$ cat src/rtl/ee_pkg.sv
`timescale 1ns/1ps
package ee_pkg;
  // one state per bus action; each action runs on a prescaler tick
  typedef enum logic [4:0] {
    SQ_IDLE,
    SQ_S_REL, SQ_S_CH, SQ_S_DL, SQ_S_CL,
    SQ_T_PRE, SQ_T_BIT, SQ_T_CH, SQ_T_CL, SQ_T_REL, SQ_T_AH, SQ_T_AL,
    SQ_R_CH, SQ_R_CL,
    SQ_P_DL, SQ_P_CH, SQ_P_DH, SQ_P_CL
  } seq_e;
endpackage

$ cat src/rtl/ee_tick.sv
`timescale 1ns/1ps
module ee_tick #(
  parameter int unsigned DIV = 200
) (
  input  logic clk_i,
  input  logic rst_ni,
  input  logic run_i,
  output logic tick_o
);
  localparam int W = $clog2(DIV + 1);
  localparam logic [W-1:0] LAST = W'(DIV - 1);

  logic [W-1:0] cnt_q;

  always_ff @(posedge clk_i or negedge rst_ni) begin
    if (!rst_ni)               cnt_q <= '0;
    else if (!run_i)           cnt_q <= '0;
    else if (cnt_q == LAST)    cnt_q <= '0;
    else                       cnt_q <= cnt_q + 1'b1;
  end

  assign tick_o = run_i && (cnt_q == LAST);
endmodule

$ cat src/rtl/ee_byte_rd.sv
`timescale 1ns/1ps
module ee_byte_rd
  import ee_pkg::*;
#(
  parameter int unsigned CLK_DIV  = 200,
  parameter logic [6:0]  DEV_ADDR = 7'h50
) (
  input  logic        clk_i,
  input  logic        rst_ni,
  input  logic        go_i,
  input  logic [15:0] addr_i,
  output logic        done_o,
  output logic        err_o,
  output logic [7:0]  data_o,
  output logic        scl_o,
  output logic        sda_o,
  output logic        sda_oe_o,
  input  logic        sda_i
);
  localparam logic [7:0] DEV_WR = {DEV_ADDR, 1'b0};
  localparam logic [7:0] DEV_RD = {DEV_ADDR, 1'b1};

  seq_e        st_q;
  logic [1:0]  idx_q;
  logic [2:0]  bit_q;
  logic [7:0]  sh_q, rx_q, tx_byte;
  logic [15:0] addr_q;
  logic        err_q, done_q, tick;

  ee_tick #(.DIV(CLK_DIV)) tick_i (
    .clk_i  (clk_i),
    .rst_ni (rst_ni),
    .run_i  (st_q != SQ_IDLE),
    .tick_o (tick)
  );

  always_comb begin
    case (idx_q)
      2'd0:    tx_byte = DEV_WR;
      2'd1:    tx_byte = addr_q[15:8];
      2'd2:    tx_byte = addr_q[7:0];
      default: tx_byte = DEV_RD;
    endcase
  end

  always_ff @(posedge clk_i or negedge rst_ni) begin
    if (!rst_ni) begin
      st_q     <= SQ_IDLE;
      idx_q    <= '0;
      bit_q    <= '0;
      sh_q     <= '0;
      rx_q     <= '0;
      addr_q   <= '0;
      err_q    <= 1'b0;
      done_q   <= 1'b0;
      scl_o    <= 1'b0;
      sda_o    <= 1'b1;
      sda_oe_o <= 1'b0;
    end else begin
      done_q <= 1'b0;
      if (st_q == SQ_IDLE) begin
        if (go_i) begin
          addr_q <= addr_i;
          idx_q  <= '0;
          err_q  <= 1'b0;
          st_q   <= SQ_S_REL;
        end
      end else if (tick) begin
        case (st_q)
          SQ_S_REL: begin sda_o <= 1'b1; sda_oe_o <= 1'b1; st_q <= SQ_S_CH; end
          SQ_S_CH:  begin scl_o <= 1'b1; st_q <= SQ_S_DL; end
          SQ_S_DL:  begin sda_o <= 1'b0; st_q <= SQ_S_CL; end
          SQ_S_CL:  begin scl_o <= 1'b0; st_q <= SQ_T_PRE; end
          SQ_T_PRE: begin
            sda_o <= 1'b0; sda_oe_o <= 1'b1;
            sh_q  <= tx_byte; bit_q <= 3'd7;
            st_q  <= SQ_T_BIT;
          end
          SQ_T_BIT: begin sda_o <= sh_q[7]; st_q <= SQ_T_CH; end
          SQ_T_CH:  begin scl_o <= 1'b1; st_q <= SQ_T_CL; end
          SQ_T_CL: begin
            scl_o <= 1'b0;
            sh_q  <= {sh_q[6:0], 1'b0};
            if (bit_q == 3'd0) st_q <= SQ_T_REL;
            else begin bit_q <= bit_q - 1'b1; st_q <= SQ_T_BIT; end
          end
          SQ_T_REL: begin sda_o <= 1'b0; sda_oe_o <= 1'b0; st_q <= SQ_T_AH; end
          SQ_T_AH:  begin scl_o <= 1'b1; st_q <= SQ_T_AL; end
          SQ_T_AL: begin
            scl_o <= 1'b0;
            if (sda_i) begin
              err_q <= 1'b1;
              st_q  <= SQ_P_DL;
            end else begin
              case (idx_q)
                2'd2: begin idx_q <= 2'd3; st_q <= SQ_S_REL; end
                2'd3: begin bit_q <= 3'd7; st_q <= SQ_R_CH; end
                default: begin idx_q <= idx_q + 1'b1; st_q <= SQ_T_PRE; end
              endcase
            end
          end
          SQ_R_CH:  begin scl_o <= 1'b1; st_q <= SQ_R_CL; end
          SQ_R_CL: begin
            rx_q  <= {rx_q[6:0], sda_i};
            scl_o <= 1'b0;
            if (bit_q == 3'd0) st_q <= SQ_P_DL;
            else begin bit_q <= bit_q - 1'b1; st_q <= SQ_R_CH; end
          end
          SQ_P_DL:  begin sda_o <= 1'b0; sda_oe_o <= 1'b1; st_q <= SQ_P_CH; end
          SQ_P_CH:  begin scl_o <= 1'b1; st_q <= SQ_P_DH; end
          SQ_P_DH:  begin sda_o <= 1'b1; st_q <= SQ_P_CL; end
          SQ_P_CL:  begin scl_o <= 1'b0; done_q <= 1'b1; st_q <= SQ_IDLE; end
          default:  st_q <= SQ_IDLE;
        endcase
      end
    end
  end

  assign done_o = done_q;
  assign err_o  = err_q;
  assign data_o = rx_q;
endmodule

$ cat src/rtl/ee_run.sv
`timescale 1ns/1ps
module ee_run #(
  parameter int unsigned RUN_LEN = 6
) (
  input  logic                   clk_i,
  input  logic                   rst_ni,
  input  logic                   start_i,
  input  logic [15:0]            base_i,
  output logic                   busy_o,
  output logic                   done_o,
  output logic                   err_o,
  output logic [8*RUN_LEN-1:0]   data_o,
  output logic                   go_o,
  output logic [15:0]            addr_o,
  input  logic                   b_done_i,
  input  logic                   b_err_i,
  input  logic [7:0]             b_data_i
);
  localparam int CW = $clog2(RUN_LEN + 1);
  localparam logic [CW-1:0] LAST = CW'(RUN_LEN - 1);

  logic                 active_q, go_q, done_q, err_q;
  logic [CW-1:0]        cnt_q;
  logic [15:0]          addr_q;
  logic [8*RUN_LEN-1:0] data_q;

  always_ff @(posedge clk_i or negedge rst_ni) begin
    if (!rst_ni) begin
      active_q <= 1'b0;
      go_q     <= 1'b0;
      done_q   <= 1'b0;
      err_q    <= 1'b0;
      cnt_q    <= '0;
      addr_q   <= '0;
      data_q   <= '0;
    end else begin
      go_q   <= 1'b0;
      done_q <= 1'b0;
      err_q  <= 1'b0;
      if (!active_q) begin
        if (start_i) begin
          active_q <= 1'b1;
          addr_q   <= base_i;
          cnt_q    <= '0;
          go_q     <= 1'b1;
        end
      end else if (b_done_i) begin
        if (b_err_i) begin
          active_q <= 1'b0;
          done_q   <= 1'b1;
          err_q    <= 1'b1;
        end else begin
          for (int i = 0; i < int'(RUN_LEN); i++)
            if (cnt_q == CW'(i)) data_q[8*(int'(RUN_LEN)-1-i) +: 8] <= b_data_i;
          if (cnt_q == LAST) begin
            active_q <= 1'b0;
            done_q   <= 1'b1;
          end else begin
            cnt_q  <= cnt_q + 1'b1;
            addr_q <= addr_q + 16'd1;
            go_q   <= 1'b1;
          end
        end
      end
    end
  end

  assign busy_o = active_q;
  assign done_o = done_q;
  assign err_o  = err_q;
  assign data_o = data_q;
  assign go_o   = go_q;
  assign addr_o = addr_q;
endmodule

$ cat src/rtl/ee_seq_reader.sv
`timescale 1ns/1ps
module ee_seq_reader #(
  parameter int unsigned CLK_DIV  = 200,
  parameter int unsigned RUN_LEN  = 6,
  parameter logic [6:0]  DEV_ADDR = 7'h50
) (
  input  logic                 clk_i,
  input  logic                 rst_ni,
  input  logic                 start_i,
  input  logic [15:0]          base_addr_i,
  output logic                 busy_o,
  output logic                 done_o,
  output logic                 err_o,
  output logic [8*RUN_LEN-1:0] data_o,
  output logic                 scl_o,
  output logic                 sda_o,
  output logic                 sda_oe_o,
  input  logic                 sda_i
);
  logic        go, b_done, b_err;
  logic [15:0] addr;
  logic [7:0]  b_data;

  ee_run #(.RUN_LEN(RUN_LEN)) run_i (
    .clk_i    (clk_i),
    .rst_ni   (rst_ni),
    .start_i  (start_i),
    .base_i   (base_addr_i),
    .busy_o   (busy_o),
    .done_o   (done_o),
    .err_o    (err_o),
    .data_o   (data_o),
    .go_o     (go),
    .addr_o   (addr),
    .b_done_i (b_done),
    .b_err_i  (b_err),
    .b_data_i (b_data)
  );

  ee_byte_rd #(.CLK_DIV(CLK_DIV), .DEV_ADDR(DEV_ADDR)) byte_i (
    .clk_i    (clk_i),
    .rst_ni   (rst_ni),
    .go_i     (go),
    .addr_i   (addr),
    .done_o   (b_done),
    .err_o    (b_err),
    .data_o   (b_data),
    .scl_o    (scl_o),
    .sda_o    (sda_o),
    .sda_oe_o (sda_oe_o),
    .sda_i    (sda_i)
  );
endmodule

$ cat config.mk
export PLATFORM = sky130hd
export DESIGN_NAME = ee_seq_reader
export DESIGN_NICKNAME = d
export VERILOG_FILES = /design/src/rtl/ee_pkg.sv /design/src/rtl/ee_tick.sv /design/src/rtl/ee_byte_rd.sv /design/src/rtl/ee_run.sv /design/src/rtl/ee_seq_reader.sv
export SDC_FILE = /design/constraint.sdc
export NUM_CORES = 1
export LEC_CHECK = 0
export CAP_MARGIN = 20
export CORE_MARGIN = 8
export CORE_UTILIZATION = 30
export CTS_CLUSTER_SIZE = 28
export DETAILED_ROUTE_END_ITERATION = 16
export GPL_ROUTABILITY_DRIVEN = 0
export GPL_TIMING_DRIVEN = 0
export SLEW_MARGIN = 20
export SYNTH_ARGS = -nofsm -noshare
export SYNTH_HDL_FRONTEND = slang
export SYNTH_HIERARCHICAL = 1
export SYNTH_SLANG_ARGS = --single-unit
$ cat constraint.sdc
create_clock -name clk_i -period 5.7 [get_ports clk_i]
set_input_delay 0.57 -clock clk_i [delete_from_list [all_inputs] [get_ports clk_i]]
set_output_delay 0.57 -clock clk_i [all_outputs]
set_load 0.02 [all_outputs]
==> results.tsv <==
metric	value	unit
pwr dens	273	mW/mm^2
fillers	2027	
maximum fanout along the worst path	10	
crit start category	flip-flop	
CP max-delay cell	nor2_2	
Seq/Total Area, Yosys	51.4	%
maximum vdd drop	212	uV
Fmax achieved	313	MHz
Post-synth ARST share	100	%
number of library cell types mapped by synthesis	69	
Syn Area/Cell	10.6	sq um
unrepaired setup endpoints after global routing	false	
global-route wire length before repair	25.1	mm
largest stage delay on the critical path	0.51	ns
CTS buffer count	17	
Least-Margin Pin Slew	0.621	ns
per-cell routed wire length	15.7	microns
CTS Root Buffer Type	clkbuf_16	
final worst slack	2.51	ns
WHS	0.472	ns
Finished Cell Area	0.00790	sq mm
H-tree depth	4	
crit path DAT	3.48	ns
P_leak	3.58	nW
commonest non-fill, non-tap cell in the layout	dfrtp_1	
Post-CTS Hold Buffers	1	
Reg power frac	42.4	%
Synth area leader	dfrtp_1	
final global-route overflow total	0	
Buf/Inv on CP	3	
largest net degree at the start of global routing	100	
Clock Skew	0.00713	ns
total core area	0.0202	sq mm
Worst Setup End Kind	flip-flop	
CP most frequent cell	clkbuf_1	
Layout Area Growth over Synthesis	28.6	%
drt pass-1 iters	5	
layout cell share with drive strength beyond 1	17.3	%
Antenna Cells	0	
Gate power share	3.2	%
Detail Route Antenna Nets	0	
initial DRC count	313	
HPWL after DPL	10.7	mm
Placed Area	0.00724	sq mm
YS warnings	6	
clock net sink count	126	
Worst-path clk slew	0.06	ns
critical path's top delay family	simple AND/OR/NAND/NOR gates	
die area	0.0253	sq mm
Crit path required time	5.99	ns
initial core utilization	30.5	%
final wirelength	15.0	mm
port buffer count	73	
switching share of power	21.1	%
setup bufs post-CTS	0	
# nets final	707	
final hold viol count	0	
non-filler cells, final	956	
IO Count	74	
cts repair resizes	0	
drt via density	4.86	
crit path kind	flip-flop to flip-flop	
ys flop type	dfrtp_1	
Internal Pwr Total	1.70	mW
die width	159	microns
total vias in the final route	4649	
most area-consuming cells after synthesis	dfrtp_1 51%, mux2_2 8.8%, nand2_1 5.5%	
dpl cells	923	
Post-Synthesis Cell Area	0.00614	sq mm
maxcap violations	0	
TritonCTS clock tree	done	
Remaining DRCs	0	
Max clock buf depth	2	
Pwr Total	2.16	mW
Period minus WS final	3.19	ns
max-slew violation count	0	
Setup-failing EPs final	0	
Slew HR	58.6	%
EDFF count, synth	0	
most frequent cells in the layout	125 x dfrtp_1, 90 x nand2_1, 72 x clkdlybuf4s50_1	
Psw	0.456	mW
vias in the first global route	4580	
synthesized flop and latch total	126	
status	complete, no violations	
Hold Path Class	flip-flop to flip-flop	
share of the synthesized area in the top cell type	50.9	%
period utilization	56.0	%
crit-path cells	clkbuf_1 > clkbuf_1 > nand2b_1 > and3_1 > clkbuf_1 > nand4b_1 > nor2_2 > mux2_1	
Global Route Usage Sum	12.1	%
Clk pwr share	54.5	%
syn_nets	613	
Gate Count Post-Synth	579	
die height	159	microns
initial antenna violation count	0	
worst skew pair latency	0.41	ns
dpl ws	2.56	ns
Core Rows	52	
-- worst paths after layout --
kind	start	endpoint	slack, ns	cells past startpoint
worst min register to register	byte_i/addr_q[6]	byte_i/addr_q[6]	0.47	2
worst min-delay path	byte_i/addr_q[6]	byte_i/addr_q[6]	0.47	2
worst max register to register	byte_i/st_q[4]	byte_i/data_o[0]	2.51	8
min in group asynchronous	rst_ni	run_i/data_o[47]	0.59	2
worst max-delay path	byte_i/st_q[4]	byte_i/data_o[0]	2.51	8
max in group asynchronous	rst_ni	byte_i/sda_o	4.35	3
-- power by group through the flow --
stage	Combinational, mW	Clock (mW)	Sequential [mW]
floorplan	0.0276	0	0.927
detailed placement	0.0689	0	0.930
finish	0.0685	1.18	0.915
global route	0.0784	1.24	0.916
global placement	0.0655	0	0.931
CTS	0.0704	1.20	0.914
-- metal layers --
metal	GRT usage [%]	part of all wire, %	up-vias
li1	-	-	2253
met1	15.7	46	2281
met2	19.6	49	104
met3	3.02	3.7	11
met4	3.56	1.0	0
met5	0	0	-
-- registers in the layout, summed over array words and instances, names as in the netlist, 2 cells and up --
name                 count
byte_i/idx_q             2
run_i/addr_o            16
byte_i/tick_i/cnt_q      8
byte_i/data_o            8
byte_i/sh_q              8
run_i/cnt_q              3
byte_i/st_q              5
byte_i/addr_q           16
byte_i/bit_q             3
run_i/data_o            48
-- final cells by class --
| class | count | area (sq um) | area share (%) |
|---|---|---|---|
| timing repair buffer | 75 | 773 | 9.79 |
| multi-input combinational | 407 | 2780 | 35.2 |
| inverter | 17 | 63.8 | 0.808 |
| clock inverter | 11 | 176 | 2.23 |
| sequential | 126 | 3150 | 39.9 |
| clock buffer | 21 | 470 | 5.96 |
| buffer | 29 | 145 | 1.84 |
| tap | 270 | 338 | 4.28 |
-- cell usage after synthesis (3+ instances only) --
| library cell | count |
|---|---|
| a221o_1 | 4 |
| nor3_1 | 10 |
| mux2_1 | 9 |
| clkbuf_1 | 10 |
| nor3b_1 | 4 |
| a21oi_1 | 34 |
| o32ai_1 | 4 |
| a31oi_1 | 3 |
| and3_1 | 5 |
| o211ai_1 | 3 |
| or3_1 | 4 |
| dfrtp_1 | 125 |
| nand3_1 | 10 |
| a22oi_1 | 7 |
| inv_1 | 17 |
| ha_1 | 14 |
| a221oi_1 | 3 |
| o21ai_0 | 13 |
| xnor2_1 | 9 |
| xor2_1 | 3 |
| nand2b_1 | 11 |
| mux2_2 | 48 |
| nor3_2 | 5 |
| o31ai_1 | 4 |
| nand2_1 | 90 |
| o21ai_1 | 13 |
| nand4_1 | 6 |
| mux2i_1 | 5 |
| nor2b_1 | 9 |
| o22ai_1 | 10 |
| nor2_1 | 27 |
| buf_2 | 14 |
| nand3b_1 | 3 |
-- worst register-to-register path, stage by stage (launching register included) --
cell and delay (ns):
dfrtp_1 0.31, clkbuf_1 0.30, clkbuf_1 0.39, nand2b_1 0.31, and3_1 0.22, clkbuf_1 0.35, nand4b_1 0.31, nor2_2 0.51
mux2_1 0.37
-- per-stage QoR --
stage	TNS [ns]	utilization, %
detailed placement	0	35.9
CTS	0	39.2
global route	0	39.2
finish	0	39.2
floorplan	0	-
global placement	-126.77	35.8
-- kinds of logic after synthesis --
kind of cell | after synthesis | share of synthesized area (%)
multiplexers | 62 | 11.3
flip-flops | 126 | 51.4
AND/OR/NAND/NOR | 206 | 17.5
AO/OA/AOI/OAI | 113 | 11.9
buffers and inverters | 46 | 3.40
XOR/XNOR | 12 | 1.71
adder cells (fa/ha/maj) | 14 | 2.85
Power figures use the tool's default switching activity.
